`config.mk`:
```
export PLATFORM = sky130hd
export DESIGN_NAME = flash_cmd_seq
export DESIGN_NICKNAME = d
export VERILOG_FILES = /design/src/rtl/flseq_pkg.sv /design/src/rtl/flseq_sector.sv /design/src/rtl/flseq_bus.sv /design/src/rtl/flseq_ctrl.sv /design/src/rtl/flash_cmd_seq.sv
export SDC_FILE = /design/constraint.sdc
export NUM_CORES = 1
export LEC_CHECK = 0
export ABC_AREA = 1
export BUFFER_PORTS_ARGS = -buffer_cell sky130_fd_sc_hd__buf_2
export CAP_MARGIN = 20
export CORE_ASPECT_RATIO = 0.7
export CORE_MARGIN = 8
export CORE_UTILIZATION = 45
export CTS_CLUSTER_SIZE = 16
export DETAILED_ROUTE_END_ITERATION = 10
export PLACE_DENSITY = 0.66
export SYNTH_ARGS = -nofsm -noshare
export SYNTH_HDL_FRONTEND = slang
export SYNTH_HIERARCHICAL = 1
export SYNTH_SLANG_ARGS = --single-unit
```
`constraint.sdc`:
```
create_clock -name clk -period 1.72 [get_ports clk]
set_input_delay 0.086 -clock clk [delete_from_list [all_inputs] [get_ports clk]]
set_output_delay 0.086 -clock clk [all_outputs]
set_load 0.005 [all_outputs]
```
`src/rtl/flseq_pkg.sv`:
```
package flseq_pkg;
  typedef enum logic [2:0] {
    OP_RESET, OP_PROG, OP_READ, OP_BERASE, OP_CERASE, OP_IDENT
  } op_e;

  localparam logic [15:0] UNLOCK_A1 = 16'h4555;
  localparam logic [15:0] UNLOCK_A2 = 16'h5AAA;
  localparam logic [7:0]  UNLOCK_D1 = 8'hAA;
  localparam logic [7:0]  UNLOCK_D2 = 8'h55;
  localparam logic [7:0]  CMD_ID     = 8'h90;
  localparam logic [7:0]  CMD_PROG   = 8'hA0;
  localparam logic [7:0]  CMD_ESETUP = 8'h80;
  localparam logic [7:0]  CMD_CERASE = 8'h10;
  localparam logic [7:0]  CMD_BERASE = 8'h30;
  localparam logic [7:0]  CMD_RESET  = 8'hF0;
  localparam logic [15:0] ID_ADDR    = 16'h0001;

  localparam logic [2:0] SEL_DATA = 3'd3;
  localparam logic [2:0] SEL_CMD  = 3'd4;
  localparam logic [7:0] HC_BERASE = 8'h01;
  localparam logic [7:0] HC_CERASE = 8'h02;
  localparam logic [7:0] HC_IDENT  = 8'h03;
  localparam logic [7:0] HC_RESET  = 8'h04;
endpackage

```
`src/rtl/flseq_sector.sv`:
```
module flseq_sector #(
  parameter int AW        = 23,
  parameter int SMALL_LOG = 13,
  parameter int LARGE_LOG = 16
) (
  input  logic [AW-1:0] addr,
  output logic [AW-1:0] base
);
  localparam logic [AW-1:0] SMALL_MASK = ~((AW'(1) << SMALL_LOG) - AW'(1));
  localparam logic [AW-1:0] LARGE_MASK = ~((AW'(1) << LARGE_LOG) - AW'(1));

  always_comb begin
    if (addr[AW-1:LARGE_LOG] == '0) base = addr & SMALL_MASK;
    else                            base = addr & LARGE_MASK;
  end
endmodule

```
`src/rtl/flseq_bus.sv`:
```
module flseq_bus #(
  parameter int AW        = 23,
  parameter int PULSE_LEN = 2
) (
  input  logic          clk,
  input  logic          rst,
  input  logic          req,
  input  logic          req_rd,
  input  logic [AW-1:0] req_addr,
  input  logic [7:0]    req_data,
  output logic          ack,
  output logic [7:0]    rdata,
  output logic [AW-1:0] fl_addr,
  output logic [7:0]    fl_dq_out,
  output logic          fl_dq_oe,
  input  logic [7:0]    fl_dq_in,
  output logic          fl_ce_n,
  output logic          fl_we_n,
  output logic          fl_oe_n
);
  localparam int CW = (PULSE_LEN > 1) ? $clog2(PULSE_LEN) : 1;

  typedef enum logic [1:0] {B_IDLE, B_SETUP, B_ACT, B_HOLD} bst_e;
  bst_e          st;
  logic [CW-1:0] cnt;
  logic          rd_q;

  always_ff @(posedge clk) begin
    if (rst) begin
      st <= B_IDLE; cnt <= '0; rd_q <= 1'b0; ack <= 1'b0; rdata <= '0;
      fl_addr <= '0; fl_dq_out <= '0; fl_dq_oe <= 1'b0;
      fl_ce_n <= 1'b1; fl_we_n <= 1'b1; fl_oe_n <= 1'b1;
    end else begin
      ack <= 1'b0;
      case (st)
        B_IDLE: if (req) begin
          fl_addr   <= req_addr;
          fl_dq_out <= req_data;
          fl_dq_oe  <= ~req_rd;
          rd_q      <= req_rd;
          fl_ce_n   <= 1'b0;
          st        <= B_SETUP;
        end
        B_SETUP: begin
          cnt <= '0;
          if (rd_q) fl_oe_n <= 1'b0;
          else      fl_we_n <= 1'b0;
          st <= B_ACT;
        end
        B_ACT: begin
          if (cnt == CW'(PULSE_LEN - 1)) begin
            fl_we_n <= 1'b1;
            fl_oe_n <= 1'b1;
            if (rd_q) rdata <= fl_dq_in;
            st <= B_HOLD;
          end else begin
            cnt <= cnt + CW'(1);
          end
        end
        default: begin
          fl_ce_n  <= 1'b1;
          fl_dq_oe <= 1'b0;
          ack      <= 1'b1;
          st       <= B_IDLE;
        end
      endcase
    end
  end

  assert_we_oe_exclusive_R3: assert property (@(posedge clk) disable iff (rst)
    !(!fl_we_n && !fl_oe_n));
  assert_strobe_needs_ce_R3: assert property (@(posedge clk) disable iff (rst)
    (!fl_we_n || !fl_oe_n) |-> !fl_ce_n);
  assert_no_contention_R3: assert property (@(posedge clk) disable iff (rst)
    fl_dq_oe |-> fl_oe_n);
  assert_ack_single_R10: assert property (@(posedge clk) disable iff (rst)
    ack |=> !ack);
endmodule

```
`src/rtl/flseq_ctrl.sv`:
```
module flseq_ctrl import flseq_pkg::*; #(
  parameter int         AW            = 23,
  parameter int         TIMEOUT_POLLS = 4096,
  parameter logic [7:0] ID_VALUE      = 8'h7E
) (
  input  logic          clk,
  input  logic          rst,
  input  logic          start,
  input  op_e           start_op,
  input  logic [AW-1:0] start_addr,
  input  logic [7:0]    start_data,
  output logic          bus_req,
  output logic          bus_rd,
  output logic [AW-1:0] bus_addr,
  output logic [7:0]    bus_data,
  input  logic          bus_ack,
  input  logic [7:0]    bus_rdata,
  output logic          busy,
  output logic          done,
  output logic          tmo_err,
  output logic          id_mismatch,
  output logic [7:0]    rd_byte
);
  localparam int PCW = $clog2(TIMEOUT_POLLS + 1);
  localparam logic [AW-1:0] UA1 = {{(AW-16){1'b0}}, UNLOCK_A1};
  localparam logic [AW-1:0] UA2 = {{(AW-16){1'b0}}, UNLOCK_A2};
  localparam logic [AW-1:0] IDA = {{(AW-16){1'b0}}, ID_ADDR};

  typedef enum logic [1:0] {C_IDLE, C_ISSUE, C_WAIT} cst_e;
  cst_e           st;
  op_e            op_q;
  logic [AW-1:0]  addr_q, sect_base, poll_addr, st_addr;
  logic [7:0]     data_q, st_data;
  logic [2:0]     step;
  logic           polling, st_rd, st_last, need_poll, poll_bit;
  logic [PCW-1:0] poll_cnt;

  flseq_sector #(.AW(AW)) u_sector (.addr(addr_q), .base(sect_base));

  always_comb begin
    st_rd = 1'b0; st_last = 1'b0; st_addr = UA1; st_data = UNLOCK_D1;
    case (op_q)
      OP_RESET: begin st_data = CMD_RESET; st_last = 1'b1; end
      OP_READ:  begin st_rd = 1'b1; st_addr = addr_q; st_last = 1'b1; end
      default: begin
        case (step)
          3'd0: ;
          3'd1: begin st_addr = UA2; st_data = UNLOCK_D2; end
          3'd2: st_data = (op_q == OP_PROG)  ? CMD_PROG :
                          (op_q == OP_IDENT) ? CMD_ID : CMD_ESETUP;
          3'd3: begin
            if (op_q == OP_PROG) begin
              st_addr = addr_q; st_data = data_q; st_last = 1'b1;
            end else if (op_q == OP_IDENT) begin
              st_rd = 1'b1; st_addr = IDA;
            end
          end
          3'd4: begin
            if (op_q == OP_IDENT) begin st_data = CMD_RESET; st_last = 1'b1; end
            else begin st_addr = UA2; st_data = UNLOCK_D2; end
          end
          default: begin
            st_last = 1'b1;
            if (op_q == OP_BERASE) begin st_addr = sect_base; st_data = CMD_BERASE; end
            else st_data = CMD_CERASE;
          end
        endcase
      end
    endcase
  end

  assign need_poll = (op_q == OP_PROG) || (op_q == OP_BERASE) || (op_q == OP_CERASE);
  assign poll_addr = (op_q == OP_PROG) ? addr_q : (op_q == OP_BERASE) ? sect_base : '0;
  assign poll_bit  = (op_q == OP_PROG) ? data_q[7] : 1'b1;

  assign bus_req  = (st == C_ISSUE);
  assign bus_rd   = polling | st_rd;
  assign bus_addr = polling ? poll_addr : st_addr;
  assign bus_data = st_data;

  always_ff @(posedge clk) begin
    if (rst) begin
      st <= C_IDLE; op_q <= OP_RESET; addr_q <= '0; data_q <= '0; step <= '0;
      polling <= 1'b0; poll_cnt <= '0; busy <= 1'b0; done <= 1'b0;
      tmo_err <= 1'b0; id_mismatch <= 1'b0; rd_byte <= '0;
    end else begin
      case (st)
        C_IDLE: if (start) begin
          op_q <= start_op; addr_q <= start_addr; data_q <= start_data;
          step <= '0; polling <= 1'b0; poll_cnt <= '0;
          busy <= 1'b1; done <= 1'b0; tmo_err <= 1'b0; id_mismatch <= 1'b0;
          st <= C_ISSUE;
        end
        C_ISSUE: st <= C_WAIT;
        default: if (bus_ack) begin
          if (polling) begin
            if (bus_rdata[7] == poll_bit) begin
              busy <= 1'b0; done <= 1'b1; st <= C_IDLE;
            end else if (poll_cnt == PCW'(TIMEOUT_POLLS - 1)) begin
              tmo_err <= 1'b1; busy <= 1'b0; done <= 1'b1; st <= C_IDLE;
            end else begin
              poll_cnt <= poll_cnt + PCW'(1); st <= C_ISSUE;
            end
          end else begin
            if (st_rd) begin
              rd_byte <= bus_rdata;
              if (op_q == OP_IDENT) id_mismatch <= (bus_rdata != ID_VALUE);
            end
            if (!st_last) begin
              step <= step + 3'd1; st <= C_ISSUE;
            end else if (need_poll) begin
              polling <= 1'b1; st <= C_ISSUE;
            end else begin
              busy <= 1'b0; done <= 1'b1; st <= C_IDLE;
            end
          end
        end
      endcase
    end
  end

  assert_done_not_busy_R10: assert property (@(posedge clk) disable iff (rst)
    done |-> !busy);
  assert_timeout_ends_seq_R11: assert property (@(posedge clk) disable iff (rst)
    tmo_err |-> done);
  assert_op_held_R12: assert property (@(posedge clk) disable iff (rst)
    (busy && $past(busy)) |-> ($stable(op_q) && $stable(addr_q) && $stable(data_q)));
endmodule

```
`src/rtl/flash_cmd_seq.sv`:
```
module flash_cmd_seq import flseq_pkg::*; #(
  parameter int         ADDR_W        = 23,
  parameter int         PULSE_LEN     = 2,
  parameter int         TIMEOUT_POLLS = 4096,
  parameter logic [7:0] ID_VALUE      = 8'h7E
) (
  input  logic              clk,
  input  logic              rst,
  input  logic [2:0]        reg_sel,
  input  logic              reg_wr,
  input  logic              reg_rd,
  input  logic [7:0]        reg_wdata,
  output logic [7:0]        reg_rdata,
  output logic              busy,
  output logic              done,
  output logic              timeout_err,
  output logic              id_mismatch,
  output logic [ADDR_W-1:0] fl_addr,
  output logic [7:0]        fl_dq_out,
  output logic              fl_dq_oe,
  input  logic [7:0]        fl_dq_in,
  output logic              fl_ce_n,
  output logic              fl_we_n,
  output logic              fl_oe_n
);
  localparam int HI_W = ADDR_W - 16;

  logic [7:0]        a_lo, a_mid;
  logic [HI_W-1:0]   a_hi;
  logic              start, bus_req, bus_rd, bus_ack;
  op_e               start_op;
  logic [ADDR_W-1:0] bus_addr;
  logic [7:0]        bus_data, bus_rdata;
  logic              unused_hi_bits;

  assign unused_hi_bits = ^reg_wdata[7:HI_W];

  always_ff @(posedge clk) begin
    if (rst) begin
      a_lo <= '0; a_mid <= '0; a_hi <= '0;
    end else if (reg_wr) begin
      case (reg_sel)
        3'd0: a_lo  <= reg_wdata;
        3'd1: a_mid <= reg_wdata;
        3'd2: a_hi  <= reg_wdata[HI_W-1:0];
        default: ;
      endcase
    end
  end

  always_comb begin
    start = 1'b0; start_op = OP_RESET;
    if (!busy) begin
      if (reg_wr && reg_sel == SEL_DATA) begin
        start = 1'b1; start_op = OP_PROG;
      end else if (reg_rd && reg_sel == SEL_DATA) begin
        start = 1'b1; start_op = OP_READ;
      end else if (reg_wr && reg_sel == SEL_CMD) begin
        case (reg_wdata)
          HC_BERASE: begin start = 1'b1; start_op = OP_BERASE; end
          HC_CERASE: begin start = 1'b1; start_op = OP_CERASE; end
          HC_IDENT:  begin start = 1'b1; start_op = OP_IDENT;  end
          HC_RESET:  begin start = 1'b1; start_op = OP_RESET;  end
          default: ;
        endcase
      end
    end
  end

  flseq_ctrl #(.AW(ADDR_W), .TIMEOUT_POLLS(TIMEOUT_POLLS), .ID_VALUE(ID_VALUE)) u_ctrl (
    .clk(clk), .rst(rst), .start(start), .start_op(start_op),
    .start_addr({a_hi, a_mid, a_lo}), .start_data(reg_wdata),
    .bus_req(bus_req), .bus_rd(bus_rd), .bus_addr(bus_addr), .bus_data(bus_data),
    .bus_ack(bus_ack), .bus_rdata(bus_rdata), .busy(busy), .done(done),
    .tmo_err(timeout_err), .id_mismatch(id_mismatch), .rd_byte(reg_rdata)
  );

  flseq_bus #(.AW(ADDR_W), .PULSE_LEN(PULSE_LEN)) u_bus (
    .clk(clk), .rst(rst), .req(bus_req), .req_rd(bus_rd), .req_addr(bus_addr),
    .req_data(bus_data), .ack(bus_ack), .rdata(bus_rdata), .fl_addr(fl_addr),
    .fl_dq_out(fl_dq_out), .fl_dq_oe(fl_dq_oe), .fl_dq_in(fl_dq_in),
    .fl_ce_n(fl_ce_n), .fl_we_n(fl_we_n), .fl_oe_n(fl_oe_n)
  );

  assert_bus_only_when_busy_R10: assert property (@(posedge clk) disable iff (rst)
    !fl_ce_n |-> busy);
  assert_busy_blocks_start_R12: assert property (@(posedge clk) disable iff (rst)
    (busy && $past(busy) && reg_wr && reg_sel == SEL_CMD) |=> busy || done);
endmodule

```
==> flow_summary.ini, run 1 <==
[yosys]
avgSynthCellArea_sq_um = 7.02
async_flop_share_pct = 0
synth_compound_area_share_pct = 17.4
synth-xor-area-share_pct = 0.897
synth_enable_flop_cells = 0
synth_top_family_by_area = simple AND/OR/NAND/NOR gates
synth-main-ff-cell = dfxtp_1
synthSimpleGateAreaFrac_pct = 28.4
syn_inst = 974
synth-seq-cells = 136
ys_seq_area_share_pct = 39.8
synth.lib_cells_used.distinct = 46
synthAdderAreaFrac_pct = 1.83
synthMuxAreaShare_pct = 0
synth_area_sq_um = 6830
ys_warn_count = 6

[floorplanning]
row_count = 37
fp.dieW_um = 163
ios = 70
initial_utilization_pct = 46.3
core-area_sq_um = 14800
die-area_sq_um = 19400
die_y_um = 119

[sta]
period_needed_ns = 1.83
max_slew_margin_pct = 62.4
hold_viol = 0
setup_viol = 18
worst_pin_slew_ns = 0.562
period_share_pct = 106
fmax_mhz = 548
rsz0062_at_grt = yes
slew_violations = 0
timing.final.ws_setup_ns = -0.105
worst_clock_skew_ns = 0.00765
fin_tns_setup_ns = -0.818

[placed_design]
place_congestion = 0.953
place_hpwl_mm = 13.9
numPortBuffers = 69
dpl_cell_area_sq_um = 7930
preCtsSetupSlack_ns = -0.234

[routing]
drt_iter0_drc = 623
route.vias.total = 6866
wl_mm = 20.0
drc = 0
routedWlPerCell_um = 14.9
first_pass_iters = 5
ant_nets = 0
vias_per_cell = 5.11

[grt]
track_usage_pct = 19.8
grt_pass1_vias = 6098
grt_pass1_wl_mm = 31.2
grt-ovfl-total = 0
grt_antenna_before_repair = 0
grt_max_degree = 48

[worst_setup_path]
end_kind = register
crit_type = reg -> reg
reg2reg_to = u_bus/fl_addr[10]
worstPathRequired_ns = 2.03
cp-start-kind = register
reg2reg_depth = 12
r2r_start = u_ctrl/step[1]
cp_max_fo = 6
arrival_ns = 2.13
r2r_slack_ns = -0.11

[cts]
clock_latency_ns = 0.42
clkSinkCount = 136
cts_tree = built
clk_root_buffer_cell = clkbuf_16
numCtsBuffers = 17
clk_pin_slew_ns = 0.06
cts_buffer_depth = 2
htreeDepth = 4

[worst_hold_path]
holdCritStartpoint = reg_wdata[6]
worstHoldPathType = in -> reg
min_to = u_ctrl/data_q[6]
hold_depth = 4

[power_and_ir_drop]
powerDensity_nw_per_um2 = 997
vdd_ir_drop_max_mv = 0.641
power.leakage_nw = 4.09

[final_layout]
final_area_sq_um = 8980
multi_input_area_sq_um = 3580
syn_to_final_growth_pct = 31.4
drive_gt1_share_pct = 26.9
nets = 1170
final-seq-area_sq_um = 2740
fillers = 1356
diodes = 0

[job]
maxCapViolCount = 0

[run_status]
outcome = finished with violations
violations = negative setup slack
==> worst max-delay path: stages, from the launching register on <==
cell,delay [ns]
dfxtp_4,0.36
ha_4,0.16
ha_4,0.16
inv_4,0.07
nand4_4,0.16
nor2_2,0.15
inv_2,0.09
o22ai_1,0.17
nand2_1,0.07
nand2_1,0.06
nand2_1,0.06
o21ai_1,0.16
nor2_1,0.05
==> through the flow <==
stage | hold WS [ns] | instances | util, % | total power [mW]
CTS | 0.0410 | 1339 | 59.3 | 8.94
global route | 0.0451 | 1344 | 60.8 | 9.35
floorplan | 0.155 | 986 | - | 4.45
global placement | 0.318 | 1297 | 53.7 | 4.90
finish | 0.0499 | 1344 | 60.8 | 8.95
detailed placement | 0.316 | 1297 | 53.7 | 4.92
==> cell usage in the layout (no fill, tap or decap), drive strengths merged, types with 8 or more instances in the layout <==
cell type    Yosys  routed
nor2           211     211
nand4           28      28
conb             1      13
nor3            13      13
clkbuf          16      20
dfxtp          136     136
nand2          164     164
nand3           30      30
buf             42     181
inv            102     102
a21oi           65      65
dlygate4sd3      1       9
ha              10      10
o21ai          103     103
a211oi           8       8
a22oi            9       9
==> routing by layer <==
layer	part of all wire (%)	GRT usage (%)	wire (um)	vias to the layer above
met5	0	0	0	-
met4	0.93	5.20	187	0
met3	8.9	4.75	1780	23
met2	38	25.2	7560	261
met1	52	31.5	10500	3108
li1	-	-	-	3474
==> cells in the mapped netlist (4+ instances only) <==
cell	number	area share, %
a22oi_1	6	0.66
nand3_1	29	2.1
o22ai_1	5	0.46
ha_1	10	1.8
xor2_1	6	0.77
nor2_2	4	0.37
nand4_1	27	2.5
nor2_4	5	0.82
a211oi_1	6	0.66
buf_6	8	1.3
o211ai_1	6	0.66
inv_1	93	5.1
o21ai_1	11	0.81
buf_2	12	0.88
inv_2	9	0.49
nand2_1	153	8.4
o21ai_0	90	6.6
nor3_1	9	0.66
nand2_2	10	0.92
nor2_1	202	11
clkbuf_1	13	0.71
dfxtp_1	136	40
a32oi_1	7	0.90
a21oi_1	63	4.6
buf_4	22	2.4
==> cell type report <==
cell class                      instances  area share, %
Sequential cell                       136           30.5
Tap cell                              195           2.72
Multi-Input combinational cell        686           39.9
Clock buffer                           19           4.93
Inverter                              105           4.46
Clock inverter                         12           2.23
Timing Repair Buffer                  191           15.2
==> sequential cells by signal, indices dropped and copies added (netlist names), 2 cells and up <==
register,count
u_ctrl/addr_q,23
u_ctrl/rd_byte,8
u_bus/rdata,8
a_hi,7
a_mid,8
u_bus/st,2
u_bus/fl_dq_out,8
u_bus/fl_addr,23
u_ctrl/data_q,8
u_ctrl/st,2
u_ctrl/step,3
u_ctrl/poll_cnt,13
a_lo,8
u_ctrl/op_q,3
==> power by group <==
group	internal [mW]	total [mW]	switching [mW]
Clock	2.60	3.98	1.38
Combinational	0.574	1.45	0.880
Sequential	3.37	3.51	0.148
Total	6.54	8.95	2.41
==> cells by family after synthesis <==
| logic type | count (synthesis) |
|---|---|
| buffers and inverters | 164 |
| AO/OA/AOI/OAI | 207 |
| XOR/XNOR | 7 |
| flip-flops | 136 |
| AND/OR/NAND/NOR | 449 |
| adder cells (fa/ha/maj) | 10 |
| other | 1 |
==> worst max-delay path by stage <==
stage                              start             endpoint  slack [ns]  cells past startpoint
after floorplan           u_ctrl/step[0]    u_bus/fl_addr[19]        0.02                     10
after global placement      reg_wdata[5]   u_ctrl/poll_cnt[8]       -0.20                     15
after detailed placement    reg_wdata[5]  u_ctrl/poll_cnt[10]       -0.23                     15
after CTS                 u_ctrl/step[0]    u_bus/fl_addr[10]       -0.04                     12
after global routing      u_ctrl/step[0]    u_bus/fl_addr[21]       -0.18                     12
final                     u_ctrl/step[1]    u_bus/fl_addr[10]       -0.11                     12
==> timing repair <==
item	in CTS	in global routing
gates resized for setup	32	45
endpoints found under the setup margin	40	57
hold buffers	9	0
endpoints found under the hold margin	10	0
pin swaps	10	19
buffers inserted	2	4
gates cloned	0	1
No activity file was read; power rests on OpenSTA's default activity.
==> inputs of run 2 (changes only) <==
--- a/config.mk
+++ b/config.mk
@@ -16,5 +16,4 @@
 export PLACE_DENSITY = 0.66
 export SYNTH_ARGS = -nofsm -noshare
 export SYNTH_HDL_FRONTEND = slang
-export SYNTH_HIERARCHICAL = 1
 export SYNTH_SLANG_ARGS = --single-unit
==> flow_summary.ini, run 2 <==
[sta]
max_slew_margin_pct = 55.8
fmax_mhz = 575
period_share_pct = 101
timing.final.ws_setup_ns = -0.0197
setup_viol = 8
whs_ns = 0.00973
period_needed_ns = 1.74
worst_pin_slew_ns = 0.664
worst_clock_skew_ns = 0.00750
hold_viol = 0
slew_violations = 0
rsz0062_at_grt = yes

[cts]
numCtsBuffers = 17
cts_buffer_depth = 2
clk_root_buffer_cell = clkbuf_16
htreeDepth = 4
cts_tree = built
clock_latency_ns = 0.42
clkSinkCount = 136
clk_pin_slew_ns = 0.06

[floorplanning]
initial_utilization_pct = 46.2
die_y_um = 116
fp.dieW_um = 159
core-area_sq_um = 14000
row_count = 36
ios = 70
die-area_sq_um = 18500

[power_and_ir_drop]
p_switching_mw = 3.89
swShare_pct = 34.2
p_comb_share_pct = 32.0
power_frac_seq_pct = 33.6
p_int_mw = 7.49
power.leakage_nw = 3.55
p_clk_share_pct = 34.4
vdd_ir_drop_max_mv = 0.709
powerDensity_nw_per_um2 = 1320

[routing]
first_pass_iters = 5
route.vias.total = 6604
vias_per_cell = 5.19
drt_iter0_drc = 511
wl_mm = 18.7
ant_nets = 0
drc = 0
routedWlPerCell_um = 14.7

[yosys]
ys_seq_area_share_pct = 42.1
syn_inst = 931
synth-seq-cells = 136
yosysMostFrequentCell = nand2_1
synth_enable_flop_cells = 0
synth-main-ff-cell = dfxtp_1
synth_top_cell_area_share_pct = 42.1
synth_area_leaders = dfxtp_1, nand2_1, a21oi_1
synth_area_sq_um = 6470
yosysTopAreaCell = dfxtp_1
synth_fp_nets = 964
avgSynthCellArea_sq_um = 6.95
synth.lib_cells_used.distinct = 42
synth_commonest_cells = nand2_1, dfxtp_1, a21oi_1
async_flop_share_pct = 0
ys_warn_count = 0

[placed_design]
numPortBuffers = 69
place_congestion = 0.909
place_hpwl_mm = 12.8

[grt]
grt_max_degree = 57
grt_pass1_vias = 5921
grt_pass1_wl_mm = 29.7
grt-ovfl-total = 0
track_usage_pct = 19.6
grt_antenna_before_repair = 0

[final_layout]
multi_input_area_sq_um = 3480
final_common_cell = nand2_1
fillers = 1231
final-seq-area_sq_um = 2740
syn_to_final_growth_pct = 33.5
layout_common_cells = nand2_1, dfxtp_1, a21oi_1
final_util_pct = 61.7
diodes = 0
nets = 1102
reg_top3 = u_bus.fl_addr (23), u_ctrl.addr_q (23), u_ctrl.poll_cnt (13)
drive_gt1_share_pct = 25.8

[worst_setup_path]
worstPathRequired_ns = 2.07
cp_max_fo = 7
end_kind = register
cp-start-kind = register
arrival_ns = 2.09
r2r_slack_ns = -0.02
crit_type = reg -> reg

[job]
maxCapViolCount = 0

[worst_hold_path]
worstHoldPathType = in -> reg

[run_status]
violations = negative setup slack
outcome = finished with violations
==> run 2: final timing paths <==
kind	from	end	cells past startpoint
max	u_ctrl.step[0]	u_bus.fl_addr[17]	10
min	reg_wdata[2]	u_ctrl.data_q[2]	3
max reg2reg	u_ctrl.step[0]	u_bus.fl_addr[17]	10
min reg2reg	u_ctrl.done	u_ctrl.done	2
==> run 2: what timing repair did <==
action | in CTS | in global routing
buffers inserted | 4 | 5
hold endpoints to repair | 7 | 0
cloned | 1 | 1
pin swaps | 8 | 33
endpoints found under the setup margin | 38 | 61
resized for setup | 19 | 85
hold buffers | 7 | 0
==> run 2: logic make-up after synthesis <==
family	Yosys count	share of synthesized area, %
AO/OA/AOI/OAI	253	20.6
XOR/XNOR	1	0.135
adder cells (fa/ha/maj)	10	1.93
buffers and inverters	128	8.54
flip-flops	136	42.1
AND/OR/NAND/NOR	403	26.8
==> run 2: stage by stage <==
stage / worst slack, ns / TNS [ns] / power (mW) / cell area, sq um / instances
2_1_floorplan: 0.0296 / 0 / 5.71 / 6470 / 931
6_report: -0.0197 / -0.101 / 11.4 / 8640 / 1272
3_3_place_gp: -0.0596 / -0.698 / 6.79 / 7490 / 1222
5_1_grt: -0.117 / -2.27 / 12.0 / 8640 / 1272
3_5_place_dp: -0.104 / -1.51 / 6.80 / 7490 / 1222
4_1_cts: -0.0130 / -0.0393 / 10.9 / 8310 / 1266
==> run 2: cell type report <==
type,instances,share of cell area (%)
Clock buffer,17,4.92
Clock inverter,15,2.36
Inverter,87,3.95
Multi-Input combinational cell,667,40.3
Sequential cell,136,31.7
Tap cell,190,2.75
Timing Repair Buffer,160,14.0
==> run 2: routing by layer <==
layer	track usage [%]	part of all wire [%]
met5	0	0
met4	6.01	1.3
met3	4.23	5.0
met2	31.5	45
met1	26.1	48
==> run 2: power by group through the flow <==
stage	sequential (mW)	combinational (mW)	clock, mW
6_report	3.82	3.64	3.91
5_1_grt	3.86	3.99	4.13
4_1_cts	3.79	3.19	3.96
3_5_place_dp	3.85	2.95	0
3_3_place_gp	3.85	2.95	0
2_1_floorplan	3.80	1.90	0
==> run 2: worst max-delay path, stage by stage, from the launching register on <==
cell     delay (ns)
dfxtp_4        0.39
inv_4          0.06
ha_4           0.16
o21ai_4        0.17
nand3_4        0.12
buf_6          0.15
nand2_4        0.05
a21oi_4        0.06
nor2_4         0.25
nand3_2        0.12
a21oi_2        0.14
